`src/rtl/mce_pkg.sv`:
```
// Package: shared types and bit positions for the machine check entry block.
// Assumes big-endian numbering: bit 0 is the most significant bit.
package mce_pkg;
    localparam int unsigned XLEN       = 32;
    localparam int unsigned MSR_ILE_BE = 15;
    localparam int unsigned MSR_ME_BE  = 19;
    localparam int unsigned MSR_IP_BE  = 25;
    localparam int unsigned MSR_LE_BE  = 31;

    typedef enum logic [1:0] {
        MC_TAKE  = 2'd0,
        MC_STOP  = 2'd1,
        MC_DEBUG = 2'd2
    } mc_outcome_e;

    // Map a big-endian bit number to a vector index.
    function automatic int unsigned be(input int unsigned b);
        return XLEN - 1 - b;
    endfunction
endpackage

```
`src/rtl/mce_outcome_sel.sv`:
```
// Module: chooses take / checkstop / debug for a machine check event.
// Assumes the three cases are exhaustive and mutually exclusive.
module mce_outcome_sel
    import mce_pkg::*;
(
    input  logic        me_i,
    input  logic        dbg_mode_en_i,
    input  logic        dbg_stop_en_i,
    input  logic        dbg_mc_en_i,
    output mc_outcome_e outcome_o
);
    logic to_debug;
    logic to_stop;

    // Purpose: evaluate the debug and checkstop routing conditions.
    always_comb begin
        to_debug = dbg_mode_en_i &&
                   ((!me_i && dbg_stop_en_i) || (me_i && dbg_mc_en_i));
        to_stop  = !me_i && (!dbg_mode_en_i || !dbg_stop_en_i);
        if (to_debug)     outcome_o = MC_DEBUG;
        else if (to_stop) outcome_o = MC_STOP;
        else              outcome_o = MC_TAKE;
    end
endmodule

```
`src/rtl/mce_frame_build.sv`:
```
// Module: builds SRR1, new MSR, DSISR and the vector address for a taken exception.
// Purely combinational; assumes big-endian bit numbering from mce_pkg.
module mce_frame_build
    import mce_pkg::*;
#(
    parameter logic [XLEN-1:0] LOW_BASE   = 32'h0000_0000,
    parameter logic [XLEN-1:0] HIGH_BASE  = 32'hFFF0_0000,
    parameter logic [XLEN-1:0] VEC_OFFSET = 32'h0000_0200,
    parameter int unsigned     DS_FIELD_W = 10
) (
    input  logic [XLEN-1:0] msr_i,
    input  logic [XLEN-1:0] insn_i,
    input  logic            fetch_err_i,
    input  logic            x_form_i,
    output logic [XLEN-1:0] srr1_o,
    output logic [XLEN-1:0] msr_o,
    output logic [XLEN-1:0] dsisr_o,
    output logic [XLEN-1:0] vector_o
);
    localparam int unsigned HALF = XLEN / 2;

    // Purpose: saved status word, low half copied from the MSR.
    always_comb begin
        srr1_o = '0;
        srr1_o[be(1)] = fetch_err_i;
        for (int unsigned k = HALF; k < XLEN; k++)
            srr1_o[be(k)] = msr_i[be(k)];
    end

    // Purpose: new MSR keeps IP, loads LE from ILE, clears everything else.
    always_comb begin
        msr_o = '0;
        msr_o[be(MSR_IP_BE)] = msr_i[be(MSR_IP_BE)];
        msr_o[be(MSR_LE_BE)] = msr_i[be(MSR_ILE_BE)];
    end

    // Purpose: DSISR fields picked from the instruction by form.
    always_comb begin
        dsisr_o = '0;
        if (x_form_i) begin
            dsisr_o[be(15)] = insn_i[be(29)];
            dsisr_o[be(16)] = insn_i[be(30)];
            dsisr_o[be(17)] = insn_i[be(25)];
        end else begin
            dsisr_o[be(17)] = insn_i[be(5)];
        end
        for (int unsigned k = 0; k < DS_FIELD_W; k++)
            dsisr_o[be(22 + k)] = insn_i[be(6 + k)];
    end

    // Purpose: vector fetch address from the IP-selected base.
    always_comb begin
        vector_o = (msr_i[be(MSR_IP_BE)] ? HIGH_BASE : LOW_BASE) + VEC_OFFSET;
    end
endmodule

```
`src/rtl/mce_stop_hold.sv`:
```
// Module: sticky checkstop state and delayed freeze request.
// Assumes FREEZE_DLY is 1 or 2 so freeze rises within two cycles of entry.
module mce_stop_hold
#(
    parameter int unsigned FREEZE_DLY = 1
) (
    input  logic clk,
    input  logic rst_n,
    input  logic enter_i,
    output logic checkstop_o,
    output logic freeze_o
);
    localparam int unsigned CNT_W = $clog2(FREEZE_DLY + 1);
    logic [CNT_W-1:0] dly_cnt;

    // Purpose: set checkstop on entry and hold it until reset.
    always_ff @(posedge clk) begin
        if (!rst_n)       checkstop_o <= 1'b0;
        else if (enter_i) checkstop_o <= 1'b1;
    end

    // Purpose: count checkstop cycles and raise freeze after FREEZE_DLY.
    always_ff @(posedge clk) begin
        if (!rst_n) begin
            dly_cnt  <= '0;
            freeze_o <= 1'b0;
        end else if (checkstop_o && !freeze_o) begin
            dly_cnt <= dly_cnt + 1'b1;
            if (dly_cnt == CNT_W'(FREEZE_DLY - 1)) freeze_o <= 1'b1;
        end
    end


    stop_sticky_chk: assert property (@(posedge clk) disable iff (!rst_n)
        checkstop_o |=> checkstop_o);

    freeze_latency_chk: assert property (@(posedge clk) disable iff (!rst_n)
        checkstop_o && $past(checkstop_o) && $past(checkstop_o, 2) |-> freeze_o);

    freeze_needs_stop_chk: assert property (@(posedge clk) disable iff (!rst_n)
        freeze_o |-> checkstop_o);
endmodule

```
`src/rtl/mce_entry_ctrl.sv`:
```
// Module: machine check entry controller, top level.
// Registers the chosen reaction and the exception frame one cycle after the event.
// Assumes mc_event_i lasts one cycle and inputs are stable while it is high.
module mce_entry_ctrl
    import mce_pkg::*;
#(
    parameter logic [31:0] LOW_BASE   = 32'h0000_0000,
    parameter logic [31:0] HIGH_BASE  = 32'hFFF0_0000,
    parameter logic [31:0] VEC_OFFSET = 32'h0000_0200,
    parameter int unsigned FREEZE_DLY = 1
) (
    input  logic        clk,
    input  logic        rst_n,
    input  logic        mc_event_i,
    input  logic        fetch_err_i,
    input  logic        x_form_i,
    input  logic [31:0] insn_i,
    input  logic [31:0] insn_ea_i,
    input  logic [31:0] data_ea_i,
    input  logic [31:0] msr_i,
    input  logic        dbg_mode_en_i,
    input  logic        dbg_stop_en_i,
    input  logic        dbg_mc_en_i,
    output logic        redirect_o,
    output logic [31:0] redirect_pc_o,
    output logic [31:0] srr0_o,
    output logic [31:0] srr1_o,
    output logic [31:0] msr_o,
    output logic        dsisr_dar_we_o,
    output logic [31:0] dsisr_o,
    output logic [31:0] dar_o,
    output logic        debug_entry_o,
    output logic        checkstop_o,
    output logic        freeze_o
);
    mc_outcome_e     outcome;
    logic [XLEN-1:0] srr1_n, msr_n, dsisr_n, vector_n;
    logic            live_evt;
    logic            stop_enter;

    mce_outcome_sel i_sel (
        .me_i          (msr_i[be(MSR_ME_BE)]),
        .dbg_mode_en_i (dbg_mode_en_i),
        .dbg_stop_en_i (dbg_stop_en_i),
        .dbg_mc_en_i   (dbg_mc_en_i),
        .outcome_o     (outcome)
    );

    mce_frame_build #(
        .LOW_BASE   (LOW_BASE),
        .HIGH_BASE  (HIGH_BASE),
        .VEC_OFFSET (VEC_OFFSET)
    ) i_build (
        .msr_i       (msr_i),
        .insn_i      (insn_i),
        .fetch_err_i (fetch_err_i),
        .x_form_i    (x_form_i),
        .srr1_o      (srr1_n),
        .msr_o       (msr_n),
        .dsisr_o     (dsisr_n),
        .vector_o    (vector_n)
    );

    // Purpose: events are dropped once the core is checkstopped.
    always_comb begin
        live_evt   = mc_event_i && !checkstop_o;
        stop_enter = live_evt && (outcome == MC_STOP);
    end

    mce_stop_hold #(.FREEZE_DLY(FREEZE_DLY)) i_stop (
        .clk         (clk),
        .rst_n       (rst_n),
        .enter_i     (stop_enter),
        .checkstop_o (checkstop_o),
        .freeze_o    (freeze_o)
    );

    // Purpose: one-cycle strobes for redirect, DSISR/DAR write and debug entry.
    always_ff @(posedge clk) begin
        if (!rst_n) begin
            redirect_o     <= 1'b0;
            dsisr_dar_we_o <= 1'b0;
            debug_entry_o  <= 1'b0;
        end else begin
            redirect_o     <= live_evt && (outcome == MC_TAKE);
            dsisr_dar_we_o <= live_evt && (outcome == MC_TAKE) && !fetch_err_i;
            debug_entry_o  <= live_evt && (outcome == MC_DEBUG);
        end
    end

    // Purpose: capture the exception frame when the exception is taken.
    always_ff @(posedge clk) begin
        if (!rst_n) begin
            redirect_pc_o <= '0;
            srr0_o        <= '0;
            srr1_o        <= '0;
            msr_o         <= '0;
        end else if (live_evt && (outcome == MC_TAKE)) begin
            redirect_pc_o <= vector_n;
            srr0_o        <= insn_ea_i;
            srr1_o        <= srr1_n;
            msr_o         <= msr_n;
        end
    end

    // Purpose: capture DSISR and DAR for load/store errors only.
    always_ff @(posedge clk) begin
        if (!rst_n) begin
            dsisr_o <= '0;
            dar_o   <= '0;
        end else if (live_evt && (outcome == MC_TAKE) && !fetch_err_i) begin
            dsisr_o <= dsisr_n;
            dar_o   <= data_ea_i;
        end
    end


    one_reaction_chk: assert property (@(posedge clk) disable iff (!rst_n)
        $onehot0({redirect_o, debug_entry_o}));

    no_act_in_stop_chk: assert property (@(posedge clk) disable iff (!rst_n)
        checkstop_o && $past(checkstop_o) |-> !redirect_o && !debug_entry_o);

    me_cleared_chk: assert property (@(posedge clk) disable iff (!rst_n)
        redirect_o |-> !msr_o[be(MSR_ME_BE)]);

    srr1_source_chk: assert property (@(posedge clk) disable iff (!rst_n)
        redirect_o |-> !srr1_o[be(0)] && (srr1_o[be(1)] == !dsisr_dar_we_o));

    vector_offset_chk: assert property (@(posedge clk) disable iff (!rst_n)
        redirect_o |-> redirect_pc_o[11:0] == VEC_OFFSET[11:0]);

    we_with_redirect_chk: assert property (@(posedge clk) disable iff (!rst_n)
        dsisr_dar_we_o |-> redirect_o);
endmodule

```
`config.mk`:
```
export PLATFORM = sky130hd
export DESIGN_NAME = mce_entry_ctrl
export DESIGN_NICKNAME = d
export VERILOG_FILES = /design/src/rtl/mce_pkg.sv /design/src/rtl/mce_outcome_sel.sv /design/src/rtl/mce_frame_build.sv /design/src/rtl/mce_stop_hold.sv /design/src/rtl/mce_entry_ctrl.sv
export SDC_FILE = /design/constraint.sdc
export NUM_CORES = 1
export LEC_CHECK = 0
export BUFFER_PORTS_ARGS = -buffer_cell sky130_fd_sc_hd__buf_2
export CAP_MARGIN = 10
export CORE_MARGIN = 2
export CORE_UTILIZATION = 30
export CTS_CLUSTER_DIAMETER = 40
export CTS_CLUSTER_SIZE = 30
export DETAILED_ROUTE_END_ITERATION = 8
export PLACE_DENSITY = 0.6
export REMOVE_ABC_BUFFERS = 1
export SLEW_MARGIN = 40
export SYNTH_ARGS = -nofsm -noshare
export SYNTH_HDL_FRONTEND = slang
export SYNTH_SLANG_ARGS = --single-unit
export TNS_END_PERCENT = 20
```
`constraint.sdc`:
```
create_clock -name clk -period 1.6 [get_ports clk]
set_input_delay 0.32 -clock clk [delete_from_list [all_inputs] [get_ports clk]]
set_output_delay 0.32 -clock clk [all_outputs]
set_load 0.01 [all_outputs]
```
# After elaboration in Yosys (flattened, before gate mapping)
# Cells that the tools add are included.
# op_classes
reduce_logical	20
addsub	2
n_bitwise	1
n_mux	5
n_eq_ne	2
# op_table
op	count
32-bit by 10-bit adder with 32-bit output (second input constant)	1
32-bit two-way mux	1
1-bit logical AND	10
1-bit zero test	6
2-bit two-way mux	2
2-bit by 1-bit equality test with 1-bit output (second input constant)	1
2-bit equality test (second input constant)	1
2-bit zero test	1
1-bit logical OR	2
1-bit two-way mux	2
2-bit AND reduction	1
1-bit adder (second input constant)	1
1-bit inverter	1
# totals
output_inout_bits	197
word_cells	42
regBits	134
inputBits	136

# Logic depth before layout (Yosys ltp)
# logic_depth
ltp_word	8
mapped_depth	5
depth_no_buf	3

# Modules after synthesis
# Synthesis repeated with hierarchy kept, for this count alone.
# hier_totals
cells_unflattened	987
area_unflattened_um2	8449.4
# modules_own_cells
mod	area_each_um2	instances	seq_area_each_um2	cells_per_inst
mce_entry_ctrl	7337.0	1	3903.7	843
mce_frame_build	975.9	1	0.0	130
mce_stop_hold	107.6	1	60.1	10
mce_outcome_sel	28.8	1	0.0	4

# Least setup slack after synthesis
# No wires, ideal clock.
# synth_timing
path_kind	register to register
from	register i_stop.checkstop_o
to	register dsisr_o[14]
setup_ns	0.072
setup_slack_ns	0.346
required_ns	1.528
path_buffers	2
t_arrival_ns	1.182
period_less_slack_ns	1.254
path_stages_with_launch	6
cell_sequence	dfxtp_1 -> nor2b_1 -> and3b_4 -> buf_12 -> buf_12 -> mux2i_1
# synth_between
elab_chain_cells	4
# synth_lines
element	line	text
from (decl)	mce_stop_hold.sv:10	output logic checkstop_o,
from (signal assigned)	mce_stop_hold.sv:18	if (!rst_n) checkstop_o <= 1'b0;
from (signal assigned)	mce_stop_hold.sv:19	else if (enter_i) checkstop_o <= 1'b1;
1-bit zero test	mce_entry_ctrl.sv:66	live_evt = mc_event_i && !checkstop_o;
1-bit logical AND	mce_entry_ctrl.sv:66	
1-bit logical AND (2 in a row)	mce_entry_ctrl.sv:111	end else if (live_evt && (outcome == MC_TAKE) && !fetch_err_i) begin
to (signal assigned)	mce_entry_ctrl.sv:112	dsisr_o <= dsisr_n;
to (decl)	mce_entry_ctrl.sv:30	output logic [31:0] dsisr_o,
# Every way passes these cells.
# A chain may end at the register's enable or synchronous reset.

==> flow_summary.json <==
{
  "slowest_stage": "dfxtp_1",
  "reg2reg_from": "i_stop.checkstop_o",
  "num-fill-cells": 1682,
  "hold_viol": 0,
  "grt_pass1_wl_um": 15760,
  "crit_buf_inv": 1,
  "yosys.area_share.xor_xnor_pct": 0.1819,
  "ir_worst_vdd_uv": 453.4,
  "grt-ovfl-total": 0,
  "drtAntennaViolNets": 0,
  "fp.dieH_um": 130.7,
  "final.period_utilization_pct": 88.62,
  "dp_hpwl_um": 7956,
  "cp-start-kind": "flip-flop",
  "wl_per_cell_um": 10.83,
  "synth_cell_types": 22,
  "hold_start": "fetch_err_i",
  "synth-adder-area-share_pct": 0,
  "via_count": 3756,
  "syn_area_per_cell_um2": 9.016,
  "die_w_um": 130.7,
  "postCtsHoldBufs": 0,
  "synth_top_family_by_area": "buffers and inverters",
  "die-area_um2": 17080,
  "required_ps": 1280,
  "htree_levels": 3,
  "place_area_um2": 5784,
  "clock_latency_ps": 330,
  "path_clk_slew_ps": 60,
  "yosys.area.top_type": "dfxtp_1",
  "max_stage_delay_ps": 550,
  "seq_area_um2": 2042,
  "synth_top_area_share_pct": 42.41,
  "synth_area_um2": 4815,
  "finalPower_mw": 5.434,
  "period_minus_slack_ps": 1418,
  "rsz0062_at_grt": "no",
  "design.core.area_um2": 15770,
  "crit_type": "reg2out",
  "start_util_pct": 30.53,
  "holdPathStages": 2,
  "grt_max_degree": 63,
  "multi_input_area_um2": 2106,
  "syn_inst": 534,
  "cts_inserted_buffers": 9,
  "drv_slew": 0,
  "n_antenna_cell": 0,
  "cts_buffer_depth": 2,
  "synthToLayoutAreaGrowth_pct": 25.49,
  "synth_area_leaders": "dfxtp_1, mux2i_1, buf_4",
  "grt_pass1_vias": 3322,
  "status": "completed",
  "worstReg2RegEnd": "srr0_o[29]",
  "max_cap_violations": 0,
  "yosys_warnings": 0,
  "setup_violations": 0,
  "drc": 0,
  "cts.repair.resized": 0,
  "gp_congestion": 0.7413,
  "grt_usage_pct": 11.68,
  "port_buffers": 216,
  "path_cells": "buf_2",
  "cts_tree": "yes",
  "wl_um": 10370,
  "ff2ff_path_depth": 4,
  "critPathArrivalTime_ps": 1100,
  "drive_gt1_share_pct": 34.50,
  "std_cell_rows": 46,
  "power.density_nw_per_um2": 899.4,
  "yosys.area_share.simple_pct": 16.06,
  "skew_ps": 4.943,
  "holdCritPathClass": "in2reg",
  "avgViaCountPerCell": 3.921,
  "fmaxAchievable_ghz": 0.7052,
  "synth_compound_area_share_pct": 1.014,
  "finalInstanceArea_um2": 6042,
  "cts_sinks": 102,
  "hold_end": "dsisr_dar_we_o",
  "final_common_cell": "buf_2",
  "synth_mux_area_share_pct": 19.98,
  "final_cell_mix": "buf_2, nand2_1, dfxtp_1",
  "root_buffer": "clkbuf_16",
  "p_leak_nw": 3.002,
  "io_pins": 333,
  "ys_ff_latch": 102,
  "endpoint_kind": "output port",
  "cp_top_family": "flip-flops",
  "drt_pass1_iterations": 4,
  "ys_seq_area_share_pct": 42.41,
  "antenna_found_initial": 0,
  "dr.first_iter.drc_count": 102,
  "post-cts-setup-buffers": 0,
  "nets": 875,
  "cp_max_fo": 15,
  "reg2reg_slack_ps": 210
}
## stage by stage
step | util [%] | cells | setup TNS [ps] | hold WS, ps | setup WS (ps)
finish | 38.31 | 958 | 0 | 159.3 | 182.0
global route | 38.31 | 958 | 0 | 159.5 | 48.60
CTS | 38.31 | 958 | 0 | 136.7 | 127.1
detailed placement | 36.68 | 944 | 0 | 444.4 | 82.02
global placement | 36.68 | 944 | 0 | 438.8 | 126.0
floorplan | - | 487 | -51910 | 391.6 | -1023
## where the power goes
part / switching (mW) / internal (mW) / total [mW]
clock network: 0.892 / 1.08 / 1.97
registers: 0.0497 / 2.64 / 2.69
logic: 0.429 / 0.342 / 0.771
## Yosys cell counts (all sizes together)
library cell    n
clkbuf         18
o21a            4
nor2            1
and2            2
xnor2           1
nand2b          1
a211oi          1
nand3           3
and3            1
mux2i          95
a21boi          1
conb            1
buf           111
mux2            1
nand2         186
nor2b           3
inv             1
and3b           1
dfxtp         102
## flip-flops by register name, indices dropped and copies added (netlist names)
signal,count
i_stop.dly_cnt,1
i_stop.checkstop_o,1
srr0_o,32
i_stop.freeze_o,1
msr_o,1
dar_o,32
dsisr_dar_we_o,1
redirect_o,1
debug_entry_o,1
dsisr_o,13
redirect_pc_o,1
srr1_o,17
## layer usage
| metal | up-vias | GRT usage, % | wire length, um |
|---|---|---|---|
| met5 | - | 0 | 0 |
| met4 | 0 | 5.069 | 160 |
| met3 | 9 | 4.397 | 982 |
| met2 | 163 | 19.39 | 4895 |
| met1 | 1660 | 13.51 | 4335 |
| li1 | 1924 | - | - |
## logic make-up (layout without fill, tap and decap cells)
kind of cell           after synthesis  count (layout)
multiplexers                        96              96
AND/OR/NAND/NOR                    198             198
AO/OA/AOI/OAI                        6               6
buffers and inverters              130             256
flip-flops                         102             102
XOR/XNOR                             1               1
other                                1              83
## how the worst max path moves through the flow
stage	from	end	slack, ps	depth (start not counted)
final	srr1_o[6]	redirect_pc_o[24]	180	1
after floorplan	i_stop.checkstop_o	msr_o[0]	-1020	3
after global placement	mc_event_i	srr1_o[3]	130	5
after CTS	srr1_o[6]	redirect_pc_o[26]	130	1
after detailed placement	mc_event_i	srr0_o[25]	80	5
after global routing	srr1_o[6]	srr1_o[6]	50	1
## cell type report
cell class / count / area share, %
clock buffer: 13 / 4.142
clock inverter: 1 / 0.1242
inverter: 1 / 0.06212
multi-input combinational: 384 / 34.85
sequential: 102 / 33.80
tap: 216 / 4.473
timing repair buffer: 241 / 22.55
(Power assumes the default switching activity.)
